File: config.mk
export PLATFORM = sky130hd
export DESIGN_NAME = csel_seq
export DESIGN_NICKNAME = d
export VERILOG_FILES = /design/src/rtl/csel_pkg.sv /design/src/rtl/csel_rst_sync.sv /design/src/rtl/csel_cfg_bank.sv /design/src/rtl/csel_cs_drv.sv /design/src/rtl/csel_word_engine.sv /design/src/rtl/csel_seq.sv
export SDC_FILE = /design/constraint.sdc
export NUM_CORES = 1
export LEC_CHECK = 0
export ABC_AREA = 0
export BUFFER_PORTS_ARGS = -buffer_cell sky130_fd_sc_hd__buf_2
export CORE_UTILIZATION = 45
export CTS_BUF_LIST = sky130_fd_sc_hd__clkbuf_8 sky130_fd_sc_hd__clkbuf_16
export DETAILED_ROUTE_END_ITERATION = 8
export GPL_TIMING_DRIVEN = 0
export SLEW_MARGIN = 0
export SYNTH_ARGS = -nofsm -noshare
export SYNTH_HDL_FRONTEND = slang
export SYNTH_HIERARCHICAL = 1
export SYNTH_SLANG_ARGS = --single-unit
File: constraint.sdc
create_clock -name clk -period 11.42 [get_ports clk]
set_input_delay 2.855 -clock clk [delete_from_list [all_inputs] [get_ports clk]]
set_output_delay 2.855 -clock clk [all_outputs]
set_load 0.005 [all_outputs]
File: src/rtl/csel_pkg.sv
`timescale 1ns/1ps
package csel_pkg;
  localparam int N_TGT = 3;
  localparam logic [1:0] TGT_TOUCH = 2'd0;
  localparam logic [1:0] TGT_MON   = 2'd1;
  localparam logic [1:0] TGT_BL    = 2'd2;

  // frame configuration fields
  localparam int SIZE_LSB = 0;
  localparam int SIZE_W   = 4;
  localparam int DIV_LSB  = 8;
  localparam int DIV_W    = 8;

  typedef enum logic [1:0] {
    OP_NONE  = 2'd0,
    OP_START = 2'd1,
    OP_STOP  = 2'd2,
    OP_XCHG  = 2'd3
  } op_e;

  typedef enum logic [3:0] {
    ST_IDLE, ST_CLR, ST_LOAD, ST_SETUP, ST_PUSH,
    ST_TXW, ST_HELD, ST_RXW, ST_CLOSE
  } seq_st_e;
endpackage

File: src/rtl/csel_rst_sync.sv
`timescale 1ns/1ps
module csel_rst_sync (
  input  logic clk,
  input  logic rst_n,
  output logic rst_sync_n
);
  logic [1:0] sync_q;

  always_ff @(posedge clk or negedge rst_n) begin
    if (!rst_n) sync_q <= 2'b00;
    else        sync_q <= {sync_q[0], 1'b1};
  end

  assign rst_sync_n = sync_q[1];
endmodule

File: src/rtl/csel_cfg_bank.sv
`timescale 1ns/1ps
module csel_cfg_bank
  import csel_pkg::*;
#(
  parameter int          CFG_W     = 16,
  parameter logic [15:0] CFG_TOUCH = 16'h06AB,
  parameter logic [15:0] CFG_MON   = 16'h0387,
  parameter logic [15:0] CFG_BL    = 16'h01AB
) (
  input  logic             clk,
  input  logic             rst_n,
  input  logic             clr,
  input  logic             load,
  input  logic [1:0]       tgt,
  output logic [CFG_W-1:0] cfg_q
);
  logic [CFG_W-1:0] sel_word;
  logic [CFG_W-1:0] cfg_n;
  logic             cfg_en;

  always_comb begin
    unique case (tgt)
      TGT_TOUCH: sel_word = CFG_W'(CFG_TOUCH);
      TGT_MON:   sel_word = CFG_W'(CFG_MON);
      default:   sel_word = CFG_W'(CFG_BL);
    endcase
  end

  assign cfg_en = clr | load;
  assign cfg_n  = clr ? '0 : sel_word;

  always_ff @(posedge clk or negedge rst_n) begin
    if (!rst_n)      cfg_q <= '0;
    else if (cfg_en) cfg_q <= cfg_n;
  end

  // a live configuration is only ever replaced by zero
  assert_cfg_clear_first_R3: assert property (@(posedge clk) disable iff (!rst_n)
    (($past(cfg_q) != '0) && (cfg_q != $past(cfg_q))) |-> (cfg_q == '0));
endmodule

File: src/rtl/csel_cs_drv.sv
`timescale 1ns/1ps
module csel_cs_drv
  import csel_pkg::*;
(
  input  logic             clk,
  input  logic             rst_n,
  input  logic             rel_all,
  input  logic             sel_en,
  input  logic [1:0]       tgt,
  output logic [N_TGT-1:0] cs_n
);
  for (genvar g = 0; g < N_TGT; g++) begin : g_line
    logic line_en;
    logic line_n;
    assign line_en = rel_all | (sel_en && (tgt == 2'(g)));
    assign line_n  = rel_all;
    always_ff @(posedge clk or negedge rst_n) begin
      if (!rst_n)       cs_n[g] <= 1'b1;
      else if (line_en) cs_n[g] <= line_n;
    end
  end

  // never two targets selected together
  assert_one_low_R2: assert property (@(posedge clk) disable iff (!rst_n)
    $countones(~cs_n) <= 1);
endmodule

File: src/rtl/csel_word_engine.sv
`timescale 1ns/1ps
module csel_word_engine
  import csel_pkg::*;
#(
  parameter int WORD_W = 16
) (
  input  logic              clk,
  input  logic              rst_n,
  input  logic [SIZE_W-1:0] last_idx,
  input  logic [DIV_W-1:0]  half_div,
  input  logic              push,
  input  logic [WORD_W-1:0] push_data,
  input  logic              pop,
  input  logic              miso,
  output logic              tx_nf,
  output logic              rx_ne,
  output logic [WORD_W-1:0] rx_data,
  output logic              sclk,
  output logic              mosi
);
  logic              tx_full_q, tx_full_n;
  logic [WORD_W-1:0] tx_word_q, tx_word_n;
  logic              active_q, active_n;
  logic [WORD_W-1:0] sh_q, sh_n;
  logic [WORD_W-1:0] rs_q, rs_n;
  logic [SIZE_W-1:0] bit_q, bit_n;
  logic [DIV_W-1:0]  div_q, div_n;
  logic              sclk_q, sclk_n;
  logic              rxv_q, rxv_n;
  logic [WORD_W-1:0] rxw_q, rxw_n;
  logic              tick;

  assign tick = (div_q == half_div);

  always_comb begin
    tx_full_n = tx_full_q;
    tx_word_n = tx_word_q;
    active_n  = active_q;
    sh_n      = sh_q;
    rs_n      = rs_q;
    bit_n     = bit_q;
    div_n     = div_q;
    sclk_n    = sclk_q;
    rxv_n     = rxv_q;
    rxw_n     = rxw_q;
    if (pop) rxv_n = 1'b0;
    if (!active_q) begin
      if (tx_full_q) begin
        active_n  = 1'b1;
        sh_n      = tx_word_q;
        rs_n      = '0;
        bit_n     = '0;
        div_n     = '0;
        sclk_n    = 1'b0;
        tx_full_n = 1'b0;
      end
    end else begin
      div_n = tick ? '0 : div_q + 1'b1;
      if (tick) begin
        if (!sclk_q) begin
          sclk_n = 1'b1;
          rs_n   = {rs_q[WORD_W-2:0], miso};
        end else begin
          sclk_n = 1'b0;
          sh_n   = sh_q << 1;
          if (bit_q == last_idx) begin
            active_n = 1'b0;
            rxv_n    = 1'b1;
            rxw_n    = rs_q;
          end else begin
            bit_n = bit_q + 1'b1;
          end
        end
      end
    end
    if (push) begin
      tx_full_n = 1'b1;
      tx_word_n = push_data;
    end
  end

  always_ff @(posedge clk or negedge rst_n) begin
    if (!rst_n) begin
      tx_full_q <= 1'b0;
      tx_word_q <= '0;
      active_q  <= 1'b0;
      sh_q      <= '0;
      rs_q      <= '0;
      bit_q     <= '0;
      div_q     <= '0;
      sclk_q    <= 1'b0;
      rxv_q     <= 1'b0;
      rxw_q     <= '0;
    end else begin
      tx_full_q <= tx_full_n;
      tx_word_q <= tx_word_n;
      active_q  <= active_n;
      sh_q      <= sh_n;
      rs_q      <= rs_n;
      bit_q     <= bit_n;
      div_q     <= div_n;
      sclk_q    <= sclk_n;
      rxv_q     <= rxv_n;
      rxw_q     <= rxw_n;
    end
  end

  assign tx_nf   = ~tx_full_q;
  assign rx_ne   = rxv_q;
  assign rx_data = rxw_q;
  assign sclk    = sclk_q;
  assign mosi    = active_q & sh_q[last_idx];

  // the sequencer only pushes into an empty holding slot
  assert_push_room_R5: assert property (@(posedge clk) disable iff (!rst_n)
    push |-> tx_full_q == 1'b0);
  // the sequencer only takes a reply that has arrived
  assert_pop_valid_R6: assert property (@(posedge clk) disable iff (!rst_n)
    pop |-> rxv_q);
  // the serial clock rests low between frames
  assert_sclk_idle_R4: assert property (@(posedge clk) disable iff (!rst_n)
    (!active_q && !$past(active_q)) |-> !sclk_q);
endmodule

File: src/rtl/csel_seq.sv
`timescale 1ns/1ps
module csel_seq
  import csel_pkg::*;
#(
  parameter int          WORD_W    = 16,
  parameter int          CFG_W     = 16,
  parameter int          SETUP_CYC = 13,
  parameter logic [15:0] CFG_TOUCH = 16'h06AB,
  parameter logic [15:0] CFG_MON   = 16'h0387,
  parameter logic [15:0] CFG_BL    = 16'h01AB
) (
  input  logic              clk,
  input  logic              rst_n,
  input  logic              req_valid,
  input  logic [1:0]        req_op,
  input  logic [1:0]        req_tgt,
  input  logic [WORD_W-1:0] req_data,
  input  logic              miso,
  output logic              busy,
  output logic              done,
  output logic              err,
  output logic [WORD_W-1:0] rsp_data,
  output logic [2:0]        cs_n,
  output logic [CFG_W-1:0]  cfg_q,
  output logic              sclk,
  output logic              mosi
);
  localparam int         CNT_W     = $clog2(SETUP_CYC + 1);
  localparam logic [1:0] TGT_LIMIT = 2'(N_TGT);

  logic rst_sync_n;
  op_e  op_w;

  seq_st_e           st_q, st_n;
  logic [1:0]        tgt_q, tgt_n;
  logic [WORD_W-1:0] data_q, data_n;
  logic              xchg_q, xchg_n;
  logic [CNT_W-1:0]  cnt_q, cnt_n;
  logic              busy_q, busy_n;
  logic              done_q, done_n;
  logic              err_q, err_n;
  logic [WORD_W-1:0] rsp_q, rsp_n;

  logic cfg_clr, cfg_load, cs_rel, cs_set, eng_push, eng_pop;
  logic tx_nf, rx_ne;
  logic [WORD_W-1:0] rx_data;

  assign op_w = op_e'(req_op);

  csel_rst_sync u_rst (.clk(clk), .rst_n(rst_n), .rst_sync_n(rst_sync_n));

  csel_cfg_bank #(
    .CFG_W(CFG_W), .CFG_TOUCH(CFG_TOUCH), .CFG_MON(CFG_MON), .CFG_BL(CFG_BL)
  ) u_cfg (
    .clk(clk), .rst_n(rst_sync_n), .clr(cfg_clr), .load(cfg_load),
    .tgt(tgt_q), .cfg_q(cfg_q)
  );

  csel_cs_drv u_cs (
    .clk(clk), .rst_n(rst_sync_n), .rel_all(cs_rel), .sel_en(cs_set),
    .tgt(tgt_q), .cs_n(cs_n)
  );

  csel_word_engine #(.WORD_W(WORD_W)) u_eng (
    .clk(clk), .rst_n(rst_sync_n),
    .last_idx(cfg_q[SIZE_LSB +: SIZE_W]), .half_div(cfg_q[DIV_LSB +: DIV_W]),
    .push(eng_push), .push_data(data_q), .pop(eng_pop), .miso(miso),
    .tx_nf(tx_nf), .rx_ne(rx_ne), .rx_data(rx_data), .sclk(sclk), .mosi(mosi)
  );

  always_comb begin
    st_n     = st_q;
    tgt_n    = tgt_q;
    data_n   = data_q;
    xchg_n   = xchg_q;
    cnt_n    = cnt_q;
    busy_n   = busy_q;
    done_n   = 1'b0;
    err_n    = 1'b0;
    rsp_n    = rsp_q;
    cfg_clr  = 1'b0;
    cfg_load = 1'b0;
    cs_rel   = 1'b0;
    cs_set   = 1'b0;
    eng_push = 1'b0;
    eng_pop  = 1'b0;
    unique case (st_q)
      ST_IDLE: begin
        if (req_valid) begin
          if (op_w == OP_STOP) begin
            done_n = 1'b1;
            rsp_n  = '0;
            cs_rel = 1'b1;
          end else if (op_w == OP_START || op_w == OP_XCHG) begin
            if (req_tgt < TGT_LIMIT) begin
              tgt_n  = req_tgt;
              data_n = req_data;
              xchg_n = (op_w == OP_XCHG);
              st_n   = ST_CLR;
            end else begin
              err_n  = 1'b1;
              done_n = 1'b1;
              rsp_n  = '0;
              cs_rel = 1'b1;
            end
          end
        end
      end
      ST_CLR: begin
        cfg_clr = 1'b1;
        cs_rel  = 1'b1;
        st_n    = ST_LOAD;
      end
      ST_LOAD: begin
        cfg_load = 1'b1;
        cs_set   = 1'b1;
        cnt_n    = '0;
        if (xchg_q || tgt_q == TGT_TOUCH) begin
          st_n = ST_SETUP;
        end else begin
          st_n   = ST_HELD;
          busy_n = 1'b1;
        end
      end
      ST_SETUP: begin
        cnt_n = cnt_q + 1'b1;
        if (cnt_q == CNT_W'(SETUP_CYC - 1)) st_n = ST_PUSH;
      end
      ST_PUSH: begin
        if (tx_nf) begin
          eng_push = 1'b1;
          st_n     = ST_TXW;
        end
      end
      ST_TXW: begin
        if (tx_nf) begin
          if (xchg_q) begin
            st_n = ST_RXW;
          end else begin
            st_n   = ST_HELD;
            busy_n = 1'b1;
          end
        end
      end
      ST_HELD: begin
        if (req_valid && op_w == OP_STOP) begin
          if (tgt_q == TGT_TOUCH) begin
            st_n = ST_RXW;
          end else begin
            rsp_n = '0;
            st_n  = ST_CLOSE;
          end
        end
      end
      ST_RXW: begin
        if (rx_ne) begin
          eng_pop = 1'b1;
          rsp_n   = (xchg_q && tgt_q == TGT_BL) ? '0 : rx_data;
          st_n    = ST_CLOSE;
        end
      end
      ST_CLOSE: begin
        cs_rel = 1'b1;
        done_n = 1'b1;
        busy_n = 1'b0;
        st_n   = ST_IDLE;
      end
      default: st_n = ST_IDLE;
    endcase
  end

  always_ff @(posedge clk or negedge rst_sync_n) begin
    if (!rst_sync_n) begin
      st_q   <= ST_IDLE;
      tgt_q  <= TGT_TOUCH;
      data_q <= '0;
      xchg_q <= 1'b0;
      cnt_q  <= '0;
      busy_q <= 1'b0;
      done_q <= 1'b0;
      err_q  <= 1'b0;
      rsp_q  <= '0;
    end else begin
      st_q   <= st_n;
      tgt_q  <= tgt_n;
      data_q <= data_n;
      xchg_q <= xchg_n;
      cnt_q  <= cnt_n;
      busy_q <= busy_n;
      done_q <= done_n;
      err_q  <= err_n;
      rsp_q  <= rsp_n;
    end
  end

  assign busy     = busy_q;
  assign done     = done_q;
  assign err      = err_q;
  assign rsp_data = rsp_q;

  // completion always leaves every target released and no session
  assert_done_release_R7: assert property (@(posedge clk) disable iff (!rst_sync_n)
    done_q |-> ((&cs_n) && !busy_q));
  // a session only ends with a completion pulse
  assert_busy_fall_done_R7: assert property (@(posedge clk) disable iff (!rst_sync_n)
    $fell(busy_q) |-> done_q);
  // an open session owns exactly one select line
  assert_busy_one_cs_R2: assert property (@(posedge clk) disable iff (!rst_sync_n)
    busy_q |-> ($countones(~cs_n) == 1));
  // a rejected request reports zero with its completion
  assert_err_zero_R9: assert property (@(posedge clk) disable iff (!rst_sync_n)
    err_q |-> (done_q && rsp_q == '0 && (&cs_n)));
endmodule

==> summary.json, run 1 <==
{
  "logic_synthesis": {
    "ys_seq_area_share_pct": 53.9,
    "synth.most_common_cell": "dfrtp_1",
    "yosys_warnings": 6,
    "synthTopCellsByArea": "dfrtp_1, mux2_2, nand2_1, mux2i_1, o21ai_0",
    "async_flop_share_pct": 100,
    "unique_cell_type_count_in_the_yosys_netlist": 61,
    "netlist_top_cells_count": "dfrtp_1, nand2_1, mux2_2, o21ai_0, inv_1",
    "synth_top_area_share_pct": 52.6,
    "post_synth.cell_area_avg_um2": 11.5,
    "netlist.top_cell.by_area": "dfrtp_1",
    "synth.ff_latch_count": 137,
    "syn-instance-count": 555,
    "number_of_enable_type_register_cells_in_the_synthesized_netlist": 0,
    "netlist_area_um2": 6370,
    "ys_dominant_reg_cell": "dfrtp_1"
  },
  "finish": {
    "stdcell_area_um2": 7520,
    "drive_above_1_share_pct": 28.0,
    "final_nets": 665,
    "n_antenna_cell": 0,
    "area.growth.synth_to_final_pct": 18.0,
    "fill_cells": 1239
  },
  "power_and_ir_drop": {
    "net-switching-power_mw": 0.590,
    "netSwitchingFraction_pct": 32.2,
    "power.clock.fraction_pct": 29.5,
    "cell_internal_pwr_mw": 1.24,
    "seqPwrFrac_pct": 43.1,
    "power.share.combinational_pct": 27.4,
    "leakagePower_nw": 3.61,
    "total_power_mw": 1.83,
    "power_density_nw_per_um2": 244,
    "power.ir.vdd_worst_mv": 0.122
  },
  "route": {
    "viasPerCell": 5.21,
    "drt_pass1_iterations": 4,
    "antenna_left": 0,
    "drc_errors": 0,
    "routedWlPerCell_um": 15.3,
    "routed-via-count": 4327,
    "drt_wl_total_um": 12700,
    "drt_first_iter_violations": 305
  },
  "timing": {
    "skew_ns": 0.00556,
    "finalWorstPathRequiredPeriod_ns": 5.20,
    "max_freq_mhz": 192,
    "final.period_utilization_pct": 45.5,
    "rsz0062_at_grt": "no",
    "final-setup-viol-count": 0,
    "timing.final.max_slew_violations": 0,
    "slew_headroom_pct": 41.6,
    "hold_violations": 0,
    "finalSetupTns_ns": 0,
    "fin_hold_ws_ns": 0.353,
    "tightestPinTransition_ns": 0.877
  },
  "floorplan": {
    "chip_width_um": 121,
    "coreArea_um2": 13800,
    "placement_rows": 43,
    "starting_density_of_the_core_pct": 46.1,
    "pin_count": 64,
    "fp.dieH_um": 121,
    "design.die.area_um2": 14600
  },
  "setup_path": {
    "slowest_stage": "dfrtp_1",
    "worst_r2r_path_depth": 7,
    "crit_arrival_ns": 2.34,
    "timing.critical_path.fanout_max": 9,
    "rrSetupSlack_ns": 8.78,
    "critical-path-top-delay-family": "multiplexers",
    "end_kind": "primary output",
    "max_stage_delay_ns": 0.60,
    "crit_path_frequent_cell": "mux4_2",
    "timing.critical_path.cells": "mux4_2 -> mux4_2 -> and2_1 -> buf_2",
    "worst-endpoint-required_ns": 8.57,
    "crit_type": "reg2out",
    "start_kind": "register",
    "worst_reg2reg_startpoint": "st_q[3]",
    "crit-reg2reg-capture": "u_eng/tx_word_q[14]",
    "count_of_buffer_and_inverter_cells_on_the_critical_path": 1
  },
  "placed_design": {
    "dpl-instance-area_um2": 6930,
    "place.port_buffers": 56,
    "place_congestion": 0.812,
    "detailed_place_hpwl_um": 8700
  },
  "clocking": {
    "cts_repair_resize_count": 0,
    "ctsRootBufferMaster": "clkbuf_16",
    "tritoncts_clock_tree": "built",
    "ctsHtreeMaxLevel": 4,
    "holdBufCountCts": 0,
    "clock_sink_count": 137,
    "clock_insertion_delay_worst_skew_ns": 0.41,
    "clkSlewWorstSetupHoldPaths_ns": 0.06,
    "post-cts-setup-buffer-count": 0,
    "ctsLongestPathBuffers": 2,
    "cts-buffers-inserted": 17
  },
  "min_path": {
    "hold_class": "reg2reg",
    "min_to": "u_rst/sync_q[1]",
    "hp-start": "u_rst/sync_q[0]",
    "holdPathStages": 0
  },
  "grt": {
    "global_route.usage.total_pct": 19.2,
    "grt_pass1_vias": 4357,
    "globalRoute.totalOverflow": 0,
    "grt_start_max_net_pins": 72,
    "number_of_antenna_violations_at_the_first_check_in_global_routing": 0,
    "grt_pass1_wl_um": 21400
  },
  "outcome": {
    "outcome": "complete, no violations"
  },
  "flow_run": {
    "maxCapViolCount": 0
  }
}
[sequential cells by signal, summed over array words and instances (netlist names), 6 cells and up]
name             cells
data_q              16
rsp_data            16
u_eng/rs_q          16
u_eng/rx_data       16
u_eng/sh_q          16
u_eng/tx_word_q     16
u_eng/div_q          8
u_cfg/cfg_q          6
[power groups by stage]
stage,sequential [mW],clock (mW),combinational (mW)
3_3_place_gp,0.799,0,0.480
5_1_grt,0.818,0.576,0.557
3_5_place_dp,0.800,0,0.501
6_report,0.791,0.541,0.502
4_1_cts,0.794,0.553,0.505
2_1_floorplan,0.755,0,0.395
[layout by cell type, fill, tap and decap left out, types with 15 or more instances in the layout]
cell	Yosys	layout
xnor2_1	15	15
o21ai_0	33	33
nor2_1	21	21
dfrtp_1	134	133
o22a_1	15	15
o21a_1	16	16
mux2i_1	22	22
mux2_2	40	40
nand2_1	78	78
buf_2	6	62
inv_1	30	30
clkbuf_16	0	17
[final cells by class]
class	instances	area, um2	area share, %
flip-flops and latches	137	3440	45.7
multi-input cells	358	2630	34.9
clock buffers	18	439	5.84
repair buffers	57	308	4.09
plain buffers	36	225	3.00
well taps	180	225	3.00
clock inverters	14	148	1.96
inverters	30	113	1.50
[routing by layer]
metal	up-vias	wire length (um)	global-route usage, %
li1	2075	-	-
met1	2143	5690	24.4
met2	88	6270	30.9
met3	21	487	4.56
met4	0	267	8.95
met5	-	0	0
[logic make-up (layout without fill, tap and decap cells)]
kind of cell	Yosys count	after routing	share of synthesized area, %
other cells	2	8	0.118
fa+ha+maj	4	4	0.785
xor+xnor	15	15	2.06
simple gates	151	151	11.9
mux	77	77	14.6
buf+inv	66	155	5.30
flops	137	137	53.9
compound gates	103	103	11.3
[worst max-delay path by stage]
stage                          from           to  slack [ns]  depth (start not counted)
global placement    u_rst/sync_q[1]  rsp_data[3]        5.84                          0
global route         u_cfg/cfg_q[7]         mosi        6.11                          4
floorplan            u_cfg/cfg_q[7]         mosi        6.92                          3
detailed placement   u_cfg/cfg_q[7]         mosi        6.64                          4
CTS                  u_cfg/cfg_q[7]         mosi        6.17                          4
finish               u_cfg/cfg_q[7]         mosi        6.22                          4
[stage by stage]
step | utilization [%] | setup slack [ns] | instances
3_5_place_dp | 50.1 | 6.64 | 798
3_3_place_gp | 49.9 | 5.84 | 797
2_1_floorplan | - | 6.92 | 561
4_1_cts | 54.4 | 6.17 | 830
5_1_grt | 54.4 | 6.11 | 830
6_report | 54.4 | 6.22 | 830
Power figures use the tool's default switching activity.
==> inputs of run 2 (changes only) <==
- PLACE_DENSITY: default -> 0.66
- clock period: 11.42 -> 4.75 ns (I/O delays scaled with it)
==> run 2 against run 1 <==
Highest routed layer unchanged. Critical endpoint unchanged. Combinational power up 140%. Clock power grew 140%. Non-clock buffer count did not move.
==> summary.json, run 2 (same netlist as run 1, synthesis figures left out) <==
{
  "min_path": {
    "min_to": "u_rst/sync_q[1]",
    "hp-start": "u_rst/sync_q[0]",
    "holdPathStages": 0,
    "hold_class": "reg2reg"
  },
  "placed_design": {
    "place.port_buffers": 56,
    "dpl-instance-area_um2": 6930,
    "detailed_place_hpwl_um": 8770,
    "place_congestion": 0.829,
    "instance_count_after_placement_with_tap_cells_included": 798
  },
  "timing": {
    "tightestPinTransition_ns": 0.894,
    "max_freq_mhz": 286,
    "hold_violations": 0,
    "final.period_utilization_pct": 73.5,
    "final-setup-viol-count": 0,
    "timing.final.max_slew_violations": 0,
    "finalSetupTns_ns": 0,
    "fin_hold_ws_ns": 0.352,
    "slew_headroom_pct": 40.4,
    "finalWorstPathRequiredPeriod_ns": 3.49,
    "rsz0062_at_grt": "no",
    "skew_ns": 0.0104
  },
  "floorplan": {
    "design.die.area_um2": 14600,
    "placement_rows": 43,
    "pin_count": 64,
    "fp.dieH_um": 121,
    "chip_width_um": 121,
    "starting_density_of_the_core_pct": 46.1,
    "coreArea_um2": 13800
  },
  "power_and_ir_drop": {
    "power_density_nw_per_um2": 585,
    "cell_internal_pwr_mw": 3.01,
    "netSwitchingFraction_pct": 31.3,
    "power.ir.vdd_worst_mv": 0.302,
    "seqPwrFrac_pct": 43.4,
    "power.clock.fraction_pct": 29.2,
    "net-switching-power_mw": 1.37,
    "leakagePower_nw": 3.62,
    "power.share.combinational_pct": 27.5
  },
  "finish": {
    "stdcell_area_um2": 7500,
    "final_cell_mix": "dfrtp_1, nand2_1, buf_2",
    "multi_input_comb_area_um2": 2630,
    "final_nets": 665,
    "layout.area.seq_um2": 3440,
    "layout_commonest_cell": "dfrtp_1",
    "n_antenna_cell": 0,
    "drive_above_1_share_pct": 27.3,
    "fill_cells": 1160,
    "area.growth.synth_to_final_pct": 17.7,
    "instances_no_fill": 828
  },
  "clocking": {
    "cts_repair_resize_count": 0,
    "post-cts-setup-buffer-count": 0,
    "clkSlewWorstSetupHoldPaths_ns": 0.06,
    "clock_sink_count": 137,
    "clock_insertion_delay_worst_skew_ns": 0.42,
    "cts-buffers-inserted": 17,
    "ctsHtreeMaxLevel": 4,
    "holdBufCountCts": 0,
    "tritoncts_clock_tree": "built",
    "ctsLongestPathBuffers": 2,
    "ctsRootBufferMaster": "clkbuf_16"
  },
  "setup_path": {
    "worst_reg2reg_startpoint": "st_q[3]",
    "worst_r2r_path_depth": 7,
    "start_kind": "register",
    "crit_type": "reg2out",
    "count_of_buffer_and_inverter_cells_on_the_critical_path": 1,
    "end_kind": "primary output",
    "timing.critical_path.fanout_max": 9,
    "rrSetupSlack_ns": 2.12,
    "crit-reg2reg-capture": "u_eng/tx_word_q[13]",
    "crit_arrival_ns": 2.30,
    "timing.critical_path.cells": "mux4_2 -> mux4_2 -> and2_1 -> buf_2",
    "worst-endpoint-required_ns": 3.56,
    "critical-path-top-delay-family": "multiplexers",
    "crit_path_frequent_cell": "mux4_2",
    "max_stage_delay_ns": 0.58,
    "slowest_stage": "dfrtp_1"
  },
  "grt": {
    "globalRoute.totalOverflow": 0,
    "grt_pass1_vias": 4351,
    "grt_start_max_net_pins": 69,
    "number_of_antenna_violations_at_the_first_check_in_global_routing": 0,
    "global_route.usage.total_pct": 19.1,
    "grt_pass1_wl_um": 21400
  },
  "route": {
    "drt_wl_total_um": 12600,
    "routedWlPerCell_um": 15.2,
    "antenna_left": 0,
    "drt_first_iter_violations": 285,
    "viasPerCell": 5.19,
    "routed-via-count": 4294,
    "drc_errors": 0,
    "drt_pass1_iterations": 4
  },
  "outcome": {
    "outcome": "complete, no violations"
  },
  "flow_run": {
    "maxCapViolCount": 0
  }
}
run 2: cell types whose count changed in the layout (fill, tap and decap cells not counted):
cell	change
inv_6	-3
bufinv_16	+1
clkbuf_8	-1
clkinv_4	-1
inv_1	+3
clkinv_2	+2
clkinvlp_4	-3
run 2: how the worst max path moves through the flow:
stage,from,to,slack [ns],cells past startpoint
finish,u_cfg/cfg_q[7],mosi,1.26,4
detailed placement,u_cfg/cfg_q[7],mosi,1.66,4
CTS,u_cfg/cfg_q[7],mosi,1.20,4
global route,u_cfg/cfg_q[7],mosi,1.12,4
global placement,u_rst/sync_q[1],rsp_data[3],-0.74,0
floorplan,u_rst/sync_q[1],busy,0.66,0
run 2: layout make-up:
cell class / count / share of cell area, %
clock buffers: 17 / 5.67
clock inverters: 13 / 1.89
well taps: 180 / 3.00
flip-flops and latches: 137 / 45.8
multi-input cells: 358 / 35.0
plain buffers: 36 / 3.00
repair buffers: 57 / 4.10
inverters: 30 / 1.50
run 2: routing by layer:
metal	vias to the layer above	share of wire, %	track usage (%)
met1	2080	45	24.2
met2	116	49	30.8
met3	22	4.6	4.51
li1	2076	-	-
met4	0	2.1	8.95
met5	-	0	0
run 2: worst register-to-register path, stage by stage (launching register included):
cell and delay (ns):
dfrtp_1 0.45, clkbuf_1 0.25, nor2b_1 0.25, nand2_1 0.09, nor3_1 0.13, clkbuf_1 0.43, clkbuf_1 0.51, mux2_2 0.40
run 2: power groups by stage:
stage,combinational [mW],sequential (mW),clock [mW]
finish,1.20,1.90,1.28
global route,1.34,1.97,1.36
CTS,1.21,1.91,1.31
detailed placement,1.20,1.92,0
global placement,1.15,1.91,0
floorplan,0.950,1.82,0
run 2: through the flow:
step                      total power [mW]  utilization (%)  worst slack [ns]
after floorplan                       2.77                -             0.656
after global placement                3.06             49.9            -0.738
after detailed placement              3.12             50.1              1.66
after CTS                             4.43             54.2              1.20
after global routing                  4.66             54.2              1.12
final                                 4.39             54.2              1.26
==> inputs of run 3 (changes only) <==
- clock period: 4.75 -> 3.17 ns (I/O delays scaled with it)
==> run 3 against run 2 <==
Clock power grew 52%. First-iteration DRC count shrank 3.2%. Via count grew 0.44%. Sequential power grew 50%. Sequential cell count is the same. Utilization grew 0.16 points. Setup slack lost 1.1 ns. Wire length shrank 0.12%. Sequential share of layout area shrank 0.10 points. Cell area grew 0.30%. Die area is the same.
==> summary.json, run 3 (same netlist as run 1, synthesis figures left out) <==
{
  "outcome": {
    "outcome": "complete, no violations"
  },
  "grt": {
    "global_route.usage.total_pct": 18.9,
    "globalRoute.totalOverflow": 0,
    "number_of_antenna_violations_at_the_first_check_in_global_routing": 0,
    "grt_pass1_wl_um": 21200,
    "grt_start_max_net_pins": 69,
    "grt_pass1_vias": 4351
  },
  "timing": {
    "skew_ns": 0.00729,
    "max_freq_mhz": 333,
    "timing.final.max_slew_violations": 0,
    "finalSetupTns_ns": 0,
    "rsz0062_at_grt": "no",
    "final-setup-viol-count": 0,
    "tightestPinTransition_ns": 0.896,
    "fin_hold_ws_ns": 0.154,
    "finalWorstPathRequiredPeriod_ns": 3.01,
    "hold_violations": 0,
    "slew_headroom_pct": 40.3,
    "final.period_utilization_pct": 94.8
  },
  "setup_path": {
    "max_stage_delay_ns": 0.53,
    "crit_arrival_ns": 2.21,
    "timing.critical_path.fanout_max": 9,
    "crit_path_frequent_cell": "mux4_2",
    "worst-endpoint-required_ns": 2.38,
    "timing.critical_path.cells": "mux4_2 -> mux4_2 -> and2_1 -> buf_2",
    "crit_type": "reg2out",
    "slowest_stage": "mux4_2",
    "start_kind": "register",
    "end_kind": "primary output",
    "count_of_buffer_and_inverter_cells_on_the_critical_path": 1,
    "critical-path-top-delay-family": "multiplexers"
  },
  "floorplan": {
    "pin_count": 64,
    "placement_rows": 43,
    "design.die.area_um2": 14600,
    "starting_density_of_the_core_pct": 46.1,
    "chip_width_um": 121,
    "fp.dieH_um": 121,
    "coreArea_um2": 13800
  },
  "finish": {
    "final_cell_mix": "dfrtp_1, nand2_1, buf_2",
    "area.growth.synth_to_final_pct": 18.0,
    "n_antenna_cell": 0,
    "drive_above_1_share_pct": 27.8,
    "layout_commonest_cell": "dfrtp_1",
    "final_nets": 665,
    "stdcell_area_um2": 7520
  },
  "route": {
    "drc_errors": 0,
    "drt_pass1_iterations": 4,
    "drt_first_iter_violations": 276,
    "viasPerCell": 5.20,
    "drt_wl_total_um": 12600,
    "routed-via-count": 4313,
    "routedWlPerCell_um": 15.2,
    "antenna_left": 0
  },
  "flow_run": {
    "maxCapViolCount": 0
  },
  "clocking": {
    "clock_sink_count": 137,
    "ctsLongestPathBuffers": 2,
    "clock_insertion_delay_worst_skew_ns": 0.41,
    "tritoncts_clock_tree": "built",
    "clkSlewWorstSetupHoldPaths_ns": 0.06,
    "ctsHtreeMaxLevel": 4,
    "holdBufCountCts": 0,
    "ctsRootBufferMaster": "clkbuf_16",
    "cts-buffers-inserted": 17
  },
  "placed_design": {
    "detailed_place_hpwl_um": 8780,
    "place_congestion": 0.837,
    "place.port_buffers": 56,
    "dpl-instance-area_um2": 6930
  },
  "power_and_ir_drop": {
    "leakagePower_nw": 3.62,
    "power_density_nw_per_um2": 878,
    "power.ir.vdd_worst_mv": 0.511
  },
  "min_path": {
    "hold_class": "in2async"
  }
}
## run 3: routing by layer
| metal | vias up | part of all wire [%] | global-route usage (%) |
|---|---|---|---|
| li1 | 2080 | - | - |
| met1 | 2116 | 45 | 24.1 |
| met2 | 99 | 49 | 30.3 |
| met3 | 18 | 4.2 | 5.36 |
| met4 | 0 | 1.7 | 7.41 |
| met5 | - | 0 | 0 |
## run 3: timing repair
| item | 4_1_cts | 5_1_grt |
|---|---|---|
| setup buffers | 0 | 0 |
| setup endpoints to repair | 1 | 1 |
| hold endpoints to repair | 0 | 0 |
| resized for setup | 1 | 1 |
## run 3: layout make-up
cell class | count | area (um2)
Fill cell | 1205 | 6310
Sequential cell | 137 | 3440
Multi-Input combinational cell | 358 | 2630
Clock buffer | 17 | 425
Timing Repair Buffer | 57 | 308
Buffer | 36 | 225
Tap cell | 180 | 225
Clock inverter | 15 | 161
Inverter | 30 | 113
## run 3: metrics by stage
stage	worst slack (ns)	util, %	power, mW	std cells
after detailed placement	0.450	50.1	4.68	798
after floorplan	0.729	-	4.14	561
after global placement	0.138	49.9	4.58	797
after global routing	0.0689	54.4	7.02	830
after CTS	0.0576	54.4	6.66	830
final	0.164	54.4	6.60	830
## run 3: power by group
group	leakage (nW)	switching (mW)	internal, mW
logic	1.66	0.817	0.985
registers	1.68	0.534	2.32
clock network	0.293	0.725	1.22
total	3.62	2.08	4.53
## run 3: path summary, 6_finish.rpt
kind	endpoint	slack [ns]	from	depth (start not counted)
hold / removal	u_rst/sync_q[0]	0.15	rst_n	1
setup / recovery	mosi	0.16	u_cfg/cfg_q[7]	4
max in group asynchronous	u_eng/rs_q[2]	1.90	u_rst/sync_q[1]	1
setup reg to reg	u_eng/tx_word_q[13]	0.55	st_q[3]	7
min in group clk	u_rst/sync_q[1]	0.35	u_rst/sync_q[0]	0
hold reg to reg	u_rst/sync_q[1]	0.35	u_rst/sync_q[0]	0
